===== config.mk =====
export PLATFORM = sky130hd
export DESIGN_NAME = crit_egress_sched
export DESIGN_NICKNAME = d
export VERILOG_FILES = /design/src/rtl/crit_egress_pkg.sv /design/src/rtl/egs_slot_table.sv /design/src/rtl/egs_arbiter.sv /design/src/rtl/crit_egress_sched.sv
export SDC_FILE = /design/constraint.sdc
export NUM_CORES = 2
export LEC_CHECK = 0
export ABC_CLOCK_PERIOD_IN_PS = 21200
export BUFFER_PORTS_ARGS = -buffer_cell sky130_fd_sc_hd__buf_2
export CAP_MARGIN = 20
export CORE_MARGIN = 3
export CORE_UTILIZATION = 58
export CTS_CLUSTER_DIAMETER = 30
export CTS_CLUSTER_SIZE = 8
export DETAILED_ROUTE_END_ITERATION = 8
export PLACE_DENSITY_LB_ADDON = 0.1
export SYNTH_ARGS = -nofsm -noshare
export SYNTH_HDL_FRONTEND = slang
export SYNTH_SLANG_ARGS = --single-unit

===== constraint.sdc =====
create_clock -name clk -period 21.2 [get_ports clk]
set_clock_uncertainty 0.2 [all_clocks]
set_input_delay 4.24 -clock clk [delete_from_list [all_inputs] [get_ports clk]]
set_output_delay 4.24 -clock clk [all_outputs]
set_load 0.02 [all_outputs]

===== src/rtl/crit_egress_pkg.sv =====
package crit_egress_pkg;
  localparam int NQ = 4;
  localparam int QW = 2;
  // queue index order matters: lower index wins
  localparam logic [QW-1:0] Q_PER = 2'd0;
  localparam logic [QW-1:0] Q_SPH = 2'd1;
  localparam logic [QW-1:0] Q_SPL = 2'd2;
  localparam logic [QW-1:0] Q_BE  = 2'd3;
endpackage


===== src/rtl/egs_slot_table.sv =====
module egs_slot_table #(
  parameter int TW = 16,
  parameter int LW = 8,
  parameter int NE = 8,
  localparam int IW = (NE > 1) ? $clog2(NE) : 1
) (
  input  logic          clk,
  input  logic          rst,
  input  logic [TW-1:0] time_i,
  input  logic          we_i,
  input  logic [IW-1:0] idx_i,
  input  logic          en_i,
  input  logic [TW-1:0] period_i,
  input  logic [TW-1:0] phase_i,
  input  logic [LW-1:0] slot_i,
  output logic          hit_o,
  output logic [LW-1:0] hit_slot_o,
  output logic [TW-1:0] next_o,
  output logic          next_vld_o
);
  logic [NE-1:0]         en_r;
  logic [NE-1:0][TW-1:0] per_r;
  logic [NE-1:0][TW-1:0] due_r;
  logic [NE-1:0][LW-1:0] slot_r;
  logic [NE-1:0]         hit;

  for (genvar e = 0; e < NE; e++) begin : g_ent
    assign hit[e] = en_r[e] && (time_i >= due_r[e]);

    always_ff @(posedge clk) begin
      if (rst) begin
        en_r[e]   <= 1'b0;
        per_r[e]  <= '0;
        due_r[e]  <= '0;
        slot_r[e] <= '0;
      end else if (we_i && idx_i == IW'(e)) begin
        en_r[e]   <= en_i;
        per_r[e]  <= period_i;
        due_r[e]  <= phase_i;
        slot_r[e] <= slot_i;
      end else if (hit[e]) begin
        due_r[e] <= due_r[e] + per_r[e];
      end
    end
  end

  always_comb begin
    hit_o      = |hit;
    hit_slot_o = '0;
    next_o     = '0;
    next_vld_o = 1'b0;
    for (int e = 0; e < NE; e++) begin
      if (hit[e] && slot_r[e] > hit_slot_o) hit_slot_o = slot_r[e];
      if (en_r[e] && (!next_vld_o || due_r[e] < next_o)) begin
        next_o     = due_r[e];
        next_vld_o = 1'b1;
      end
    end
  end
endmodule


===== src/rtl/egs_arbiter.sv =====
module egs_arbiter import crit_egress_pkg::*; #(
  parameter int TW = 16,
  parameter int LW = 8
) (
  input  logic                   guard_i,
  input  logic [TW-1:0]          time_i,
  input  logic                   win_open_i,
  input  logic                   pend_i,
  input  logic [NQ-1:0]          valid_i,
  input  logic [NQ-1:0][LW-1:0]  len_i,
  input  logic [TW-1:0]          next_i,
  input  logic                   next_vld_i,
  output logic                   pick_vld_o,
  output logic [QW-1:0]          pick_o
);
  logic [NQ-1:0] elig;

  assign elig[0] = valid_i[0] && pend_i;

  for (genvar q = 1; q < NQ; q++) begin : g_low
    logic [TW:0] end_t;
    logic        fits;
    assign end_t = {1'b0, time_i} + (TW+1)'(len_i[q]);
    assign fits  = !next_vld_i || (end_t <= {1'b0, next_i});
    assign elig[q] = valid_i[q] && (!guard_i || (win_open_i && fits));
  end

  always_comb begin
    pick_vld_o = 1'b0;
    pick_o     = '0;
    for (int q = NQ-1; q >= 0; q--) begin
      if (elig[q]) begin
        pick_vld_o = 1'b1;
        pick_o     = QW'(q);
      end
    end
  end
endmodule


===== src/rtl/crit_egress_sched.sv =====
module crit_egress_sched import crit_egress_pkg::*; #(
  parameter int TW = 16,
  parameter int LW = 8,
  parameter int NE = 8,
  localparam int IW = (NE > 1) ? $clog2(NE) : 1
) (
  input  logic             clk,
  input  logic             rst,
  input  logic [TW-1:0]    time_i,
  input  logic             guard_mode_i,
  input  logic             tbl_we_i,
  input  logic [IW-1:0]    tbl_idx_i,
  input  logic             tbl_en_i,
  input  logic [TW-1:0]    tbl_period_i,
  input  logic [TW-1:0]    tbl_phase_i,
  input  logic [LW-1:0]    tbl_slot_i,
  input  logic [NQ-1:0]    q_valid_i,
  input  logic [NQ*LW-1:0] q_len_i,
  output logic [NQ-1:0]    grant_o,
  output logic [NQ-1:0]    start_o,
  output logic             busy_o
);
  logic [NQ-1:0][LW-1:0] len_raw;
  logic [NQ-1:0][LW-1:0] len_eff;
  logic                  hit;
  logic [LW-1:0]         hit_slot;
  logic [TW-1:0]         next_t;
  logic                  next_vld;
  logic                  pick_vld;
  logic [QW-1:0]         pick;

  logic                  busy;
  logic [LW-1:0]         cnt;
  logic [NQ-1:0]         grant_q;
  logic [NQ-1:0]         start_q;
  logic                  pend;
  logic [LW-1:0]         win_cnt;
  logic                  mode_q;
  logic                  free;
  logic                  take;

  assign len_raw = q_len_i;
  for (genvar q = 0; q < NQ; q++) begin : g_len
    assign len_eff[q] = (len_raw[q] == '0) ? LW'(1) : len_raw[q];
  end

  egs_slot_table #(.TW(TW), .LW(LW), .NE(NE)) u_tbl (
    .clk        (clk),
    .rst        (rst),
    .time_i     (time_i),
    .we_i       (tbl_we_i),
    .idx_i      (tbl_idx_i),
    .en_i       (tbl_en_i),
    .period_i   (tbl_period_i),
    .phase_i    (tbl_phase_i),
    .slot_i     (tbl_slot_i),
    .hit_o      (hit),
    .hit_slot_o (hit_slot),
    .next_o     (next_t),
    .next_vld_o (next_vld)
  );

  egs_arbiter #(.TW(TW), .LW(LW)) u_arb (
    .guard_i    (mode_q),
    .time_i     (time_i),
    .win_open_i (win_cnt == '0),
    .pend_i     (pend),
    .valid_i    (q_valid_i),
    .len_i      (len_eff),
    .next_i     (next_t),
    .next_vld_i (next_vld),
    .pick_vld_o (pick_vld),
    .pick_o     (pick)
  );

  assign free = !busy || (cnt == '0);
  assign take = free && pick_vld;

  always_ff @(posedge clk) begin
    if (rst) begin
      busy    <= 1'b0;
      cnt     <= '0;
      grant_q <= '0;
      start_q <= '0;
      pend    <= 1'b0;
      win_cnt <= '0;
      mode_q  <= 1'b0;
    end else begin
      start_q <= take ? (NQ'(1) << pick) : '0;
      if (free) begin
        mode_q <= guard_mode_i;
        if (take) begin
          busy    <= 1'b1;
          cnt     <= len_eff[pick] - LW'(1);
          grant_q <= NQ'(1) << pick;
        end else begin
          busy    <= 1'b0;
          grant_q <= '0;
        end
      end else begin
        cnt <= cnt - LW'(1);
      end
      pend <= hit || (pend && !(take && pick == Q_PER));
      if (hit) win_cnt <= hit_slot;
      else if (win_cnt != '0) win_cnt <= win_cnt - LW'(1);
    end
  end

  assign grant_o = grant_q;
  assign start_o = start_q;
  assign busy_o  = busy;
endmodule


==> impl_metrics.env <==
export IMPL_cp_start_kind="input port"
export IMPL_syn_num_nets=4732
export IMPL_die_area_um2=55800
export IMPL_firstDrtPassIters=6
export IMPL_hold_depth=2
export IMPL_hold_viol=0
export IMPL_crit_arrival_ps=20160
export IMPL_finalCritPeriodShare=0.936
export IMPL_ys_warn_count=0
export IMPL_cp_slowest_cell="or3_1"
export IMPL_grt_remaining_overflow=0
export IMPL_syn_avg_cell_area_um2=7.43
export IMPL_drtIter0Drc=2664
export IMPL_fin_nets=4767
export IMPL_place_hpwl_um=77500
export IMPL_cp_common_cell="o21ai_0"
export IMPL_ff2ff_setup_slack_ps=1570
export IMPL_grt_pass1_wl_um=161000
export IMPL_max_freq_mhz=50.4
export IMPL_peakVddDrop_mv=0.0850
export IMPL_slew_headroom=0.231
export IMPL_p_total_mw=2.71
export IMPL_via_per_inst=6.14
export IMPL_drive_above_1_share=0.0977
export IMPL_critPathKind="in -> reg"
export IMPL_r2r_start="u_tbl.en_r[0]"
export IMPL_grt_usage=0.366
export IMPL_worst_slew_pin_slew_ps=1150
export IMPL_postPlaceCellArea_um2=31700
export IMPL_setup_violations=0
export IMPL_cts_tree="yes"
export IMPL_synth_distinct_cells=93
export IMPL_critPathRequiredTime_ps=21510
export IMPL_reg2reg_depth=86
export IMPL_p_per_area_nw_per_um2=77.0
export IMPL_synth_main_ff_cell="dfxtp_1"
export IMPL_min_to="u_tbl.per_r[98]"
export IMPL_ys_ff_latch=355
export IMPL_placementRows=83
export IMPL_leakage_nw=14.7
export IMPL_grt_pass1_vias=27900
export IMPL_num_io_pins=109
export IMPL_cts_clk_slew_worst_paths_ps=40
export IMPL_route_antenna_remaining_nets=0
export IMPL_gp_congestion=0.999
export IMPL_wl_per_cell_um=21.5
export IMPL_synth_edf_count=0
export IMPL_cts_hold_fix_buffers=0
export IMPL_fin_crit_ps=19850
export IMPL_clock_latency_ps=630
export IMPL_tritoncts_num_buffers=94
export IMPL_antenna_found_initial=7
export IMPL_start_util=0.593
export IMPL_synth_async_reset_ratio=0
export IMPL_grt_max_degree=134
export IMPL_critPathMaxStageDelay_ps=420
export IMPL_numPortBuffers=108
export IMPL_routed_wl_um=106000
export IMPL_crit_path_start="time_i[0]"
export IMPL_min_from="u_tbl.per_r[98]"
export IMPL_hold_class="reg -> reg"
export IMPL_cts_sinks=355
export IMPL_die_h_um=236
export IMPL_maxCapViolations=0
export IMPL_htreeDepth=3
export IMPL_synth_cell_area_um2=30700
export IMPL_cts_max_path_buffers=3
export IMPL_outcome="finished, final reports clean"
export IMPL_route_detailed_drc=0
export IMPL_reg2reg_to="cnt[6]"
export IMPL_endpoint_kind="flip-flop"
export IMPL_seq_area_frac_synth=0.231
export IMPL_syn_inst=4139
export IMPL_vias=30300
export IMPL_finalMaxSlewViolations=0
export IMPL_fin_area_um2=35200
export IMPL_syn_to_final_growth_pct=14.5
export IMPL_die_w_um=236
export IMPL_clock_root_buffer="clkbuf_16"
export IMPL_core_um2=51800
export IMPL_cp_max_fo=23
[layout make-up]
| cell class | count | area, um^2 |
|---|---|---|
| antenna | 6 | 15.0 |
| clock buffer | 122 | 2690 |
| clock inverter | 48 | 612 |
| fill | 4460 | 16600 |
| inverter | 363 | 1360 |
| multi-input combinational | 3197 | 21500 |
| sequential | 355 | 7110 |
| tap | 680 | 851 |
| timing repair buffer | 163 | 1020 |
[routing by layer]
layer / global-route usage / wire, um / vias to the layer above
met1: 0.477 / 44200 / 14100
met2: 0.587 / 47400 / 1252
met4: 0.169 / 5210 / 4
met5: 0 / 25 / -
met3: 0.0686 / 9200 / 291
li1: - / - / 14600
[state kept, by name (all words and copies together) (netlist names)]
| name | count |
|---|---|
| grant_o | 4 |
| start_o | 4 |
| u_tbl.slot_r | 64 |
| pend | 1 |
| mode_q | 1 |
| u_tbl.en_r | 8 |
| busy_o | 1 |
| cnt | 8 |
| u_tbl.due_r | 128 |
| u_tbl.per_r | 128 |
| win_cnt | 8 |
[worst max path at each step]
stage	endpoint	cells past startpoint	slack, ps
2_1_floorplan	win_cnt[1]	100	1150
3_3_place_gp	win_cnt[1]	95	260
3_5_place_dp	win_cnt[2]	95	270
4_1_cts	cnt[6]	91	430
5_1_grt	cnt[6]	92	-130
6_report	win_cnt[2]	94	1350
[Yosys cell counts, drive strengths merged (9+ instances only)]
cell     instances  share of area
a211o           11         0.0031
a211oi         128          0.032
a21boi          45          0.011
a21o           103          0.025
a21oi          399          0.065
a221o            9         0.0029
a2bb2oi         19         0.0074
a311oi          18         0.0053
a31oi           24         0.0049
and2            12         0.0024
and3            18         0.0037
buf             53         0.0099
clkbuf         171          0.021
dfxtp          355           0.23
fa              11         0.0072
ha             482           0.20
inv            363          0.044
mux2            15         0.0055
mux2i           42          0.014
nand2          678          0.083
nand2b          29         0.0060
nand3           59         0.0098
nand3b           9         0.0022
nand4           35         0.0071
nor2           317          0.039
nor2b           41         0.0083
nor3            77          0.013
nor4            14         0.0031
o211ai          33         0.0082
o21a            49          0.012
o21ai          233          0.038
o22ai           12         0.0024
o311a            9         0.0029
o31a            19         0.0054
or2             11         0.0022
or3             26         0.0053
or4             11         0.0027
xnor2           72          0.021
xor2            29         0.0083
[power by group]
part           total (mW)  leakage, nW  switching (mW)  internal, mW
Combinational       0.493         10.3           0.300         0.193
Sequential          0.740         2.88          0.0365         0.703
Clock                1.48         1.60           0.448          1.03
Total                2.71         14.7           0.785          1.92
[critical path, delay by kind of cell]
family	cells	cell delay (ps)
AOI/OAI and AO/OA	51	8680
and+or+nand+nor	28	3650
buffers and inverters	7	1270
adders and majority gates	8	2260
[cell usage in the layout, fill, tap and decap left out, types with 28 or more instances in the layout]
cell type	Yosys	final
a211oi_1	126	125
a21boi_0	44	44
a21o_1	103	103
a21oi_1	397	396
buf_2	3	107
buf_4	27	49
clkbuf_16	0	97
dfxtp_1	355	355
ha_1	482	482
inv_1	363	363
mux2i_1	42	42
nand2_1	678	675
nand2b_1	28	28
nand3_1	58	54
nand4_1	35	35
nor2_1	317	311
nor2b_1	41	41
nor3_1	75	72
o211ai_1	32	32
o21a_1	49	49
o21ai_0	224	219
xnor2_1	72	72
xor2_1	29	29
[what timing repair did]
action	in CTS	in global routing
endpoints found under the setup margin	0	19
gates resized for setup	0	26
setup buffers	0	3
hold endpoints to repair	0	0
[through the flow]
stage                     setup slack (ps)  hold slack [ps]  setup TNS (ps)  cells  utilization
after CTS                              432              254               0   4922        0.675
final                                 1350              255               0   4934        0.679
after global routing                  -134              272            -134   4930        0.679
after global placement                 260              240               0   4751        0.611
after detailed placement               272              247               0   4752        0.611
after floorplan                       1150              236               0   4139            -
[logic make-up (layout without fill, tap and decap cells)]
group / count (synthesis) / in the layout / share of synthesized area
adder cells (fa/ha/maj): 493 / 493 / 0.203
AO/OA/AOI/OAI: 1192 / 1192 / 0.250
XOR/XNOR: 101 / 101 / 0.0288
buffers and inverters: 587 / 696 / 0.0751
flip-flops: 355 / 355 / 0.231
other: 0 / 6 / 0
AND/OR/NAND/NOR: 1354 / 1354 / 0.192
multiplexers: 57 / 57 / 0.0192
(Power assumes the default switching activity.)
